## src/rtl/fan_seq_pkg.sv

```systemverilog
package fan_seq_pkg;

    localparam int SEL_W = 3;

    localparam logic [SEL_W-1:0] SEL_FULL = '0;
    localparam logic [SEL_W-1:0] SEL_IDLE = '1;

    typedef enum logic [1:0] {
        ST_OFF  = 2'd0,
        ST_KICK = 2'd1,
        ST_RUN  = 2'd2,
        ST_STOP = 2'd3
    } fan_state_e;

    typedef struct packed {
        logic [SEL_W-1:0] sel_n;
        logic             off_n;
        logic             tmr;
    } fan_drive_t;

    function automatic logic [SEL_W-1:0] sel_from_speed(input logic [SEL_W-1:0] spd_low);
        return ~spd_low;
    endfunction

endpackage

```

## src/rtl/fan_seq_timer.sv

```systemverilog
module fan_seq_timer #(
    parameter int T_START = 1_000_000
) (
    input  logic clk,
    input  logic rst,
    input  logic restart,
    input  logic run,
    output logic at_half_end,
    output logic at_full_end,
    output logic past_half
);
    localparam int HALF = T_START / 2;
    localparam int CW   = $clog2(T_START + 1);

    logic [CW-1:0] cnt;

    always_ff @(posedge clk) begin
        if (rst || restart) begin
            cnt <= '0;
        end else if (run && (cnt != CW'(T_START - 1))) begin
            cnt <= cnt + 1'b1;
        end
    end

    assign at_half_end = (cnt == CW'(HALF - 1));
    assign at_full_end = (cnt == CW'(T_START - 1));
    assign past_half   = (cnt >= CW'(HALF));

    assert_cnt_in_range_R4: assert property (@(posedge clk) disable iff (rst)
        cnt < CW'(T_START));

endmodule

```

## src/rtl/fan_seq_ctrl.sv

```systemverilog
module fan_seq_ctrl
    import fan_seq_pkg::*;
#(
    parameter int SPD_W = 8
) (
    input  logic             clk,
    input  logic             rst,
    input  logic             wr_en,
    input  logic [SPD_W-1:0] wr_data,
    input  logic             at_half_end,
    input  logic             at_full_end,
    output fan_state_e       state,
    output logic [SPD_W-1:0] spd_q,
    output logic [SEL_W-1:0] hold_sel,
    output logic             restart
);
    fan_state_e state_nx;
    logic       wr_nz;
    logic       wr_zero;

    assign wr_nz   = wr_en && (|wr_data);
    assign wr_zero = wr_en && !(|wr_data);

    always_comb begin
        state_nx = state;
        restart  = 1'b0;
        unique case (state)
            ST_OFF: begin
                if (wr_nz) begin
                    state_nx = ST_KICK;
                    restart  = 1'b1;
                end
            end
            ST_KICK: begin
                if (wr_zero) begin
                    state_nx = ST_STOP;
                    restart  = 1'b1;
                end else if (at_full_end) begin
                    state_nx = ST_RUN;
                end
            end
            ST_RUN: begin
                if (wr_zero) begin
                    state_nx = ST_STOP;
                    restart  = 1'b1;
                end
            end
            ST_STOP: begin
                if (wr_nz) begin
                    state_nx = ST_KICK;
                    restart  = 1'b1;
                end else if (at_half_end) begin
                    state_nx = ST_OFF;
                end
            end
            default: state_nx = ST_OFF;
        endcase
    end

    always_ff @(posedge clk) begin
        if (rst) begin
            state    <= ST_OFF;
            spd_q    <= '0;
            hold_sel <= SEL_IDLE;
        end else begin
            state <= state_nx;
            if (wr_en) begin
                spd_q <= wr_data;
            end
            if (state_nx == ST_STOP && state != ST_STOP) begin
                hold_sel <= (state == ST_KICK) ? SEL_FULL
                                               : sel_from_speed(spd_q[SEL_W-1:0]);
            end
        end
    end

    assert_run_write_R5: assert property (@(posedge clk) disable iff (rst)
        (state == ST_RUN && wr_nz) |=> (state == ST_RUN));

    assert_stop_restart_R9: assert property (@(posedge clk) disable iff (rst)
        (state == ST_STOP && wr_nz) |=> (state == ST_KICK));

endmodule

```

## src/rtl/fan_start_seq.sv

```systemverilog
module fan_start_seq
    import fan_seq_pkg::*;
#(
    parameter int SPD_W   = 8,
    parameter int T_START = 1_000_000
) (
    input  logic             clk,
    input  logic             rst,
    input  logic             wr_en,
    input  logic [SPD_W-1:0] wr_data,
    output logic [2:0]       fan_sel_n,
    output logic             fan_off_n,
    output logic             tmr_en
);
    fan_state_e       state;
    logic [SPD_W-1:0] spd_q;
    logic [SEL_W-1:0] hold_sel;
    logic             restart;
    logic             at_half_end;
    logic             at_full_end;
    logic             past_half;
    logic             tmr_run;
    fan_drive_t       drive;

    fan_seq_ctrl #(.SPD_W(SPD_W)) u_ctrl (
        .clk        (clk),
        .rst        (rst),
        .wr_en      (wr_en),
        .wr_data    (wr_data),
        .at_half_end(at_half_end),
        .at_full_end(at_full_end),
        .state      (state),
        .spd_q      (spd_q),
        .hold_sel   (hold_sel),
        .restart    (restart)
    );

    assign tmr_run = (state == ST_KICK) || (state == ST_STOP);

    fan_seq_timer #(.T_START(T_START)) u_timer (
        .clk        (clk),
        .rst        (rst),
        .restart    (restart),
        .run        (tmr_run),
        .at_half_end(at_half_end),
        .at_full_end(at_full_end),
        .past_half  (past_half)
    );

    always_comb begin
        unique case (state)
            ST_KICK: drive = '{sel_n: SEL_FULL, off_n: past_half, tmr: 1'b1};
            ST_RUN:  drive = '{sel_n: sel_from_speed(spd_q[SEL_W-1:0]), off_n: 1'b1, tmr: 1'b0};
            ST_STOP: drive = '{sel_n: hold_sel, off_n: 1'b0, tmr: 1'b1};
            default: drive = '{sel_n: SEL_IDLE, off_n: 1'b0, tmr: 1'b0};
        endcase
    end

    assign fan_sel_n = drive.sel_n;
    assign fan_off_n = drive.off_n;
    assign tmr_en    = drive.tmr;

    assert_kick_entry_R2: assert property (@(posedge clk) disable iff (rst)
        (state == ST_OFF && wr_en && (|wr_data))
            |=> (fan_sel_n == SEL_FULL && !fan_off_n && tmr_en));

    assert_release_at_full_R3: assert property (@(posedge clk) disable iff (rst)
        $rose(fan_off_n) |-> (fan_sel_n == SEL_FULL && tmr_en));

    assert_off_before_sel_R7: assert property (@(posedge clk) disable iff (rst)
        $fell(fan_off_n) |-> $stable(fan_sel_n));

    assert_idle_when_off_R11: assert property (@(posedge clk) disable iff (rst)
        (!tmr_en && !fan_off_n) |-> (fan_sel_n == SEL_IDLE));

endmodule

```

## config.mk

```make
export PLATFORM = sky130hd
export DESIGN_NAME = fan_start_seq
export DESIGN_NICKNAME = d
export VERILOG_FILES = /design/src/rtl/fan_seq_pkg.sv /design/src/rtl/fan_seq_timer.sv /design/src/rtl/fan_seq_ctrl.sv /design/src/rtl/fan_start_seq.sv
export SDC_FILE = /design/constraint.sdc
export NUM_CORES = 1
export LEC_CHECK = 0
export ABC_CLOCK_PERIOD_IN_PS = 3250
export BUFFER_PORTS_ARGS = -buffer_cell sky130_fd_sc_hd__buf_2
export CAP_MARGIN = 20
export CORE_MARGIN = 2
export CORE_UTILIZATION = 40
export CTS_CLUSTER_SIZE = 20
export DETAILED_ROUTE_END_ITERATION = 8
export PLACE_DENSITY = 0.66
export SLEW_MARGIN = 10
export SYNTH_ARGS = -nofsm -noshare
export SYNTH_HDL_FRONTEND = slang
export SYNTH_HIERARCHICAL = 1
export SYNTH_SLANG_ARGS = --single-unit
```

## constraint.sdc

```tcl
create_clock -name clk -period 3.25 [get_ports clk]
set_input_delay 0.325 -clock clk [delete_from_list [all_inputs] [get_ports clk]]
set_output_delay 0.325 -clock clk [all_outputs]
set_load 0.1 [all_outputs]
```

==> results_dict.tcl, run 1 <==
set metrics [dict create \
    status "complete, no violations" \
    holdCritStartpoint "wr_data[1]" \
    dpl_worst_slack_ns 0.776 \
    power_frac_seq_pct 48.5 \
    syn-cell-area_um2 1770 \
    combPwrFrac_pct 22.8 \
    hpwl_um 2820 \
    final.min_clock_period_ns 2.49 \
    fillCellCount 465 \
    vias 1526 \
    flow.area_growth_from_synthesis_pct 9.17 \
    grt_pass1_wl_um 6430 \
    gr-usage-all-layers_pct 15.6 \
    finalHoldViolations 0 \
    cts_buffers 3 \
    wirelength_um 3820 \
    grt_pass1_vias 1443 \
    cp_max_fo 8 \
    power_frac_clock_pct 28.7 \
    cts_setup_buffers 0 \
    finalCritPeriodShare_pct 76.7 \
    synth_nets 228 \
    power.density_nw_per_um2 383 \
    clkSinkCount 28 \
    path_class "reg -> reg" \
    die_w_um 70.6 \
    die_y_um 70.6 \
    cpMaxStageDelayCell "or3_2" \
    antenna_found_initial 0 \
    worstPathArrival_ns 2.70 \
    layout_common_cells "30 x nor2_1, 28 x dfxtp_1, 15 x buf_2" \
    io_buffer_count 15 \
    r2r_setup_slack_ns 0.76 \
    finalNonFillerCells 273 \
    cts_tree "built" \
    p_switching_mw 0.239 \
    swShare_pct 32.1 \
    cts_buffer_depth 2 \
    worst_slew_pin_slew_ns 0.498 \
    setup_violations 0 \
    cpPeakStageDelay_ns 0.48 \
    clk-insertion-delay-late_ns 0.27 \
    drive_gt1_share_pct 17.2 \
    gp_congestion 0.834 \
    p_int_mw 0.504 \
    setup-tns-final_ns 0 \
    dp_cells 269 \
    r2r_cells 8 \
    path_cells "or3_2 > or3_1 > nor3_1 > nor2b_1 > o31ai_4 > o311ai_4 > o221ai_4 > mux2i_1" \
    drc 0 \
    fin_nets 239 \
    die_area_um2 4980 \
    hp-class "in -> reg" \
    min_path_cells 3 \
    finalMaxSlewViolations 0 \
    ant_nets 0 \
    final_util_pct 44.8 \
    yosysWarnings 6 \
    initial_core_util_pct 41.0 \
    cts_hold_buf 0 \
    final_common_cell "nor2_1" \
    setup_slack_ns 0.756 \
    grt_max_degree 21 \
    ff_latch_area_um2 561 \
    core_um2 4320 \
    wl_per_cell_um 14.0 \
    max-vdd-ir-drop_v 0.000333 \
    htree_levels 1 \
    skew_ns 0.00313 \
    synth.avg_cell_area_um2 8.40 \
    core.rowCount 24 \
    worstReg2RegEnd "u_ctrl/hold_sel[1]" \
    critPathLaunchType "register" \
    syn_inst 211 \
    relSlewSlack_pct 67.0 \
    r2r_start "u_timer/cnt[6]" \
    via_per_inst 5.59 \
    rsz0062_at_grt "no" \
    grt_overflow_total 0 \
    worstSetupEndpointType "register" \
    multi_input_area_um2 1130 \
    diodes 0 \
    ctsResizeCount 0 \
    cap_violations 0 \
    max_freq_mhz 401 \
    cellLeakagePower_nw 0.659 \
    dr.first_iter.drc_count 109 \
    pin_count 16 \
    firstDrtPassIters 4 \
    hold-path-endpoint "u_ctrl/spd_q[1]" \
    required_ns 3.45 \
    clkTransAtPathRegs_ns 0.09 \
    cts-root-buf "clkbuf_8" \
]
-- critical path: cells and delay by family, from the launching register on --
kind	cells	cell delay, ns
flip-flops	1	0.38
AO/OA/AOI/OAI	3	0.62
AND/OR/NAND/NOR	4	1.23
multiplexers	1	0.21
-- per-layer routing --
| metal | part of all wire, % | routed length, µm | vias up | track usage [%] |
|---|---|---|---|---|
| li1 | - | - | 793 | - |
| met1 | 48 | 1850 | 695 | 22.5 |
| met2 | 47 | 1790 | 36 | 24.7 |
| met3 | 4.3 | 165 | 2 | 2.42 |
| met4 | 0.55 | 21 | 0 | 3.77 |
| met5 | 0 | 0 | - | 0 |
-- layout make-up --
| type | instances | share of cell area, % |
|---|---|---|
| Tap cell | 52 | 3.36 |
| Sequential cell | 28 | 29.0 |
| Multi-Input combinational cell | 163 | 58.6 |
| Inverter | 10 | 1.94 |
| Clock buffer | 4 | 2.84 |
| Timing Repair Buffer | 16 | 4.27 |
-- flip-flops by register name, summed over array words and instances, names as in the netlist --
| register | cells |
|---|---|
| u_ctrl/hold_sel | 3 |
| u_timer/cnt | 20 |
| u_ctrl/state | 2 |
| u_ctrl/spd_q | 3 |
-- worst max path at each step --
| stage | cells past startpoint | slack, ns | endpoint | startpoint |
|---|---|---|---|---|
| 2_1_floorplan | 2 | 0.74 | fan_sel_n[0] | u_ctrl/state[0] |
| 3_3_place_gp | 8 | 0.83 | u_ctrl/hold_sel[0] | u_timer/cnt[6] |
| 3_5_place_dp | 8 | 0.78 | u_ctrl/hold_sel[0] | u_timer/cnt[6] |
| 4_1_cts | 8 | 0.75 | u_ctrl/hold_sel[0] | u_timer/cnt[5] |
| 5_1_grt | 9 | 0.57 | u_ctrl/hold_sel[0] | u_timer/cnt[1] |
| 6_report | 8 | 0.76 | u_ctrl/hold_sel[1] | u_timer/cnt[6] |
-- metrics by stage --
step / power (mW) / hold WS, ns / instance area (µm²)
after global placement: 0.536 / 0.467 / 1880
after detailed placement: 0.537 / 0.471 / 1880
after floorplan: 0.501 / 0.448 / 1770
after global routing: 0.776 / 0.340 / 1940
final: 0.742 / 0.337 / 1940
after CTS: 0.751 / 0.332 / 1940
-- power by group through the flow --
stage	sequential (mW)	clock, mW	combinational (mW)
6_report	0.360	0.213	0.169
5_1_grt	0.361	0.234	0.182
4_1_cts	0.360	0.221	0.170
3_5_place_dp	0.368	0	0.170
3_3_place_gp	0.368	0	0.169
2_1_floorplan	0.371	0	0.130
No activity file was read; power rests on OpenSTA's default activity.
==> run 2, diff against run 1 <==
- ABC_AREA: not set -> 1
- ABC_CLOCK_PERIOD_IN_PS: 3250 -> 2460
- clock period: 3.25 -> 2.46 ns (I/O delays scaled with it)
==> run 2 against run 1 <==
  * Sequential share of layout area down 1.7 points
  * Setup slack got worse by 0.40 ns
  * Cell area grew 6.4%
  * Die area increased by 6.9%
  * Core utilization is 0.57 points lower
  * First-iteration DRC count shrank 28%
  * Worst hold slack worse by 0.17 ns
  * Via count grew 20%
  * Total power grew 16%
  * Largest power group unchanged
  * Non-clock buffer count increased by 1
==> results_dict.tcl, run 2 <==
set metrics [dict create \
    layout_common_cells "72 x nand2_1, 44 x nor2_1, 33 x inv_1" \
    crit_family "simple AND/OR/NAND/NOR gates" \
    finalInstanceArea_um2 2060 \
    htree_levels 1 \
    final.min_clock_period_ns 2.11 \
    final_common_cell "nand2_1" \
    syn-cell-area_um2 1900 \
    cts_tree "built" \
    firstDrtPassIters 4 \
    setup-tns-final_ns 0 \
    max-vdd-ir-drop_v 0.000312 \
    hpwl_um 3150 \
    dpl_worst_slack_ns 0.365 \
    p_total_mw 0.864 \
    die_area_um2 5330 \
    via_per_inst 5.00 \
    synth_nets 315 \
    cp-startpoint "u_timer/cnt[6]" \
    syn_inst 298 \
    wl_met3_um 118 \
    worst-path-buf-inv 1 \
    diodes 0 \
    holdCritStartpoint "rst" \
    final_util_pct 44.2 \
    finalNonFillerCells 365 \
    io_buffer_count 15 \
    vias 1826 \
    dp_cells 362 \
    clkSinkCount 28 \
    initial_core_util_pct 40.8 \
    flow.area_growth_from_synthesis_pct 8.22 \
    cts_buffer_depth 2 \
    rsz0062_at_grt "no" \
    wl_per_cell_um 11.4 \
    grt_pass1_vias 1573 \
    status "complete, no violations" \
    path_class "reg -> out" \
    fin_nets 330 \
    cellLeakagePower_nw 0.783 \
    path_cells "nor2_2 > nand2_1 > nand2_1 > nand2_1 > nor2_1 > o21ai_0 > nand2_1 > nand2_1 > nand3_1 > nand2_1 > buf_2" \
    pin_count 16 \
    place_area_um2 2010 \
    skew_ns 0.00257 \
    drc 0 \
    setup_slack_ns 0.352 \
    setup_violations 0 \
    finalCritPeriodShare_pct 85.7 \
    dr.first_iter.drc_count 78 \
    cpMaxStageDelayCell "dfxtp_1" \
    die_y_um 73.0 \
    grt_max_degree 19 \
    max_freq_mhz 474 \
    hold_slack_ns 0.170 \
    top_layer "met4" \
    wirelength_um 4150 \
    yosysWarnings 6 \
    core.rowCount 25 \
    die_w_um 73.0 \
    path_common_cell "nand2_1" \
    worstPathArrival_ns 1.86 \
    hp-class "in -> reg" \
    gr-usage-all-layers_pct 16.8 \
    grt_pass1_wl_um 6990 \
    synth.avg_cell_area_um2 6.39 \
    worst_slew_pin_slew_ns 0.483 \
    gp_congestion 0.838 \
    cap_violations 0 \
    power.density_nw_per_um2 420 \
    drive_gt1_share_pct 17.0 \
    required_ns 2.21 \
    antenna_found_initial 0 \
    largest_register_ffs 20 \
    reg_top3 "u_timer/cnt: 20 flops, u_ctrl/hold_sel: 3 flops, u_ctrl/spd_q: 3 flops" \
    r2r_start "u_timer/cnt[0]" \
    wl_met2_um 1970 \
    clk-insertion-delay-late_ns 0.27 \
    worstSetupEndpointType "output pin" \
    cp_max_fo 5 \
    ant_nets 0 \
    critPathLaunchType "register" \
    clkTransAtPathRegs_ns 0.09 \
    relSlewSlack_pct 68.0 \
    finalHoldViolations 0 \
    drt-met1-wl_um 2040 \
    top_register "u_timer/cnt" \
    finalMaxSlewViolations 0 \
    cpPeakStageDelay_ns 0.42 \
    cts_buffers 3 \
    grt_overflow_total 0 \
    core_um2 4660 \
    cts-root-buf "clkbuf_8" \
]
## run 2: cell count changes in the layout (fill, tap and decap cells not counted), sizes merged, moves of 7 or more
cell and change:
nand2 +65, or3 -7, inv +28, mux2i -8, a21oi +7, nand3 +30, nor2 +25
## run 2: where the power goes
part	internal, mW	total, mW	switching (mW)	leakage (nW)
clock network	0.110	0.249	0.139	0.0216
registers	0.459	0.465	0.00545	0.227
logic	0.0399	0.151	0.111	0.534
## run 2: cell type report
class                   instances  area, µm²
inverters                      38        143
flip-flops and latches         28        561
well taps                      54       67.6
fillers                       506       2600
multi-input cells             225       1160
repair buffers                 17       90.1
clock buffers                   3       41.3
## run 2: repair_timing
item	CTS	global route
buffers inserted	0	0
hold buffers	0	0
setup endpoints to repair	0	1
gates resized for setup	0	1
## run 2: worst paths after layout
path / end / slack (ns) / cells past startpoint
min: u_ctrl/state[1] / 0.17 / 2
max reg2reg: u_ctrl/hold_sel[2] / 0.45 / 12
max: fan_off_n / 0.35 / 11
min reg2reg: u_ctrl/hold_sel[0] / 0.47 / 2
## run 2: layer usage
metal  GRT usage, %  vias up
li1               -      976
met1           21.6      821
met2           28.9       27
met3           3.31        2
met4           3.70        0
met5              0        -
==> run 3, diff against run 2 <==
- REMOVE_ABC_BUFFERS: not set -> 1
==> run 3 against run 2 <==
  * Clock-buffer cell count rose by 1
  * Via count fell by 1.7%
  * First-iteration DRC count rose by 44%
  * Global-route usage fell by 0.17 points
  * Setup slack got worse by 0.058 ns
  * Non-clock buffer count did not move
  * Register-to-register slack got worse by 0.16 ns
  * Clock skew rose by 0.0019 ns
  * Sequential power barely moved
  * Total power rose by 4.3%
  * Worst hold slack got worse by 0.017 ns
  * Cell area rose by 0.36%
==> results_dict.tcl, run 3 (synthesis gave the netlist of run 2 again) <==
set metrics [dict create \
    core.rowCount 25 \
    cts-root-buf "clkbuf_8" \
    grt_overflow_total 0 \
    drive_gt1_share_pct 17.0 \
    layout_common_cells "72 x nand2_1, 44 x nor2_1, 33 x inv_1" \
    core_um2 4660 \
    die_w_um 73.0 \
    r2r_start "u_timer/cnt[0]" \
    max_freq_mhz 462 \
    clk-insertion-delay-late_ns 0.27 \
    max-vdd-ir-drop_v 0.000244 \
    path_common_cell "nand4_1" \
    wl_met2_um 1830 \
    vias 1795 \
    diodes 0 \
    io_buffer_count 15 \
    cts_setup_buffers 0 \
    worstPathArrival_ns 2.33 \
    via_per_inst 4.90 \
    power_frac_clock_pct 31.9 \
    swShare_pct 28.7 \
    wirelength_um 3890 \
    cts_buffer_depth 2 \
    p_switching_mw 0.259 \
    ff_latch_area_um2 561 \
    required_ns 2.62 \
    p_total_mw 0.901 \
    final_util_pct 44.3 \
    setup_slack_ns 0.293 \
    cts_buffers 3 \
    finalMaxSlewViolations 0 \
    worstSetupEndpointType "register" \
    die_area_um2 5330 \
    finalHoldViolations 0 \
    grt_max_degree 19 \
    final.min_clock_period_ns 2.17 \
    multi_input_area_um2 1150 \
    cpPeakStageDelay_ns 0.44 \
    dr.first_iter.drc_count 112 \
    hpwl_um 3030 \
    htree_levels 1 \
    cts_tree "built" \
    skew_ns 0.00451 \
    dpl_worst_slack_ns 0.337 \
    largest_register_ffs 20 \
    grt_pass1_wl_um 7160 \
    wl_met3_um 158 \
    firstDrtPassIters 4 \
    hp-class "in -> reg" \
    rsz0062_at_grt "no" \
    antenna_found_initial 0 \
    path_cells "ha_1 > nand2_1 > nor2_1 > nand4_1 > nor4_1 > a21oi_1 > o21ai_2 > nand3_2 > nand4_1 > nand3_1" \
    cellLeakagePower_nw 0.790 \
    fin_nets 330 \
    top_register "u_timer/cnt" \
    finalCritPeriodShare_pct 88.1 \
    fillCellCount 497 \
    cp_max_fo 6 \
    gp_congestion 0.852 \
    holdCritStartpoint "rst" \
    clkTransAtPathRegs_ns 0.10 \
    combPwrFrac_pct 16.6 \
    final_common_cell "nand2_1" \
    power_frac_seq_pct 51.5 \
    drt-met1-wl_um 1890 \
    cp-startpoint "u_timer/cnt[0]" \
    status "complete, no violations" \
    critPathLaunchType "register" \
    pin_count 16 \
    wl_per_cell_um 10.6 \
    cap_violations 0 \
    setup_violations 0 \
    cpMaxStageDelayCell "dfxtp_1" \
    gr-usage-all-layers_pct 16.6 \
    initial_core_util_pct 40.8 \
    die_y_um 73.0 \
    drc 0 \
    p_int_mw 0.643 \
    ant_nets 0 \
    relSlewSlack_pct 67.8 \
    power.density_nw_per_um2 436 \
    ctsResizeCount 0 \
    cts_hold_buf 0 \
    place_area_um2 2010 \
    top_layer "met4" \
    grt_pass1_vias 1687 \
    path_class "reg -> reg" \
    clkSinkCount 28 \
    flow.area_growth_from_synthesis_pct 8.61 \
    reg_top3 "u_timer/cnt: 20 flops, u_ctrl/hold_sel: 3 flops, u_ctrl/spd_q: 3 flops" \
    worst_slew_pin_slew_ns 0.487 \
    finalInstanceArea_um2 2070 \
]
==> run 3: cell count changes in the layout (fill, tap and decap cells not counted) <==
cell      previous run  this run
clkbuf_8             3         4
nor4_1               1         2
nor4_2               1         0
==> run 3: critical path: cells and delay by family (launching register included) <==
kind                       cells  cell delay (ns)
adders and majority gates      1             0.25
and+or+nand+nor                7             1.05
AOI/OAI and AO/OA              2             0.30
DFF                            1             0.44
==> run 3: power groups by stage <==
| stage | sequential (mW) | combinational, mW | clock [mW] |
|---|---|---|---|
| after floorplan | 0.492 | 0.0948 | 0 |
| after global placement | 0.475 | 0.148 | 0 |
| after detailed placement | 0.475 | 0.149 | 0 |
| after CTS | 0.465 | 0.150 | 0.301 |
| after global routing | 0.466 | 0.165 | 0.313 |
| final | 0.465 | 0.149 | 0.288 |
==> run 3: worst paths after layout <==
check	endpoint	slack [ns]	cells after the start
worst max-delay path	u_ctrl/hold_sel[2]	0.29	10
worst min-delay path	u_ctrl/state[1]	0.15	2
worst max register to register	u_ctrl/hold_sel[2]	0.29	10
worst min register to register	u_ctrl/hold_sel[1]	0.47	2
==> run 3: through the flow <==
stage | setup TNS [ns] | hold slack (ns) | cells
2_1_floorplan | -6.19 | 0.315 | 291
3_3_place_gp | 0 | 0.448 | 362
3_5_place_dp | 0 | 0.449 | 362
4_1_cts | 0 | 0.145 | 366
5_1_grt | 0 | 0.152 | 366
6_report | 0 | 0.153 | 366
==> run 3: cell type report <==
| type | instances | area share (%) |
|---|---|---|
| Clock buffer | 4 | 2.66 |
| Inverter | 38 | 6.90 |
| Multi-Input combinational cell | 225 | 55.7 |
| Sequential cell | 28 | 27.1 |
| Tap cell | 54 | 3.27 |
| Timing Repair Buffer | 17 | 4.36 |
==> run 3: per-layer routing <==
layer	vias up	global-route usage, %
met5	-	0
li1	980	-
met2	32	28.2
met3	2	3.31
met1	781	22.2
met4	0	2.47
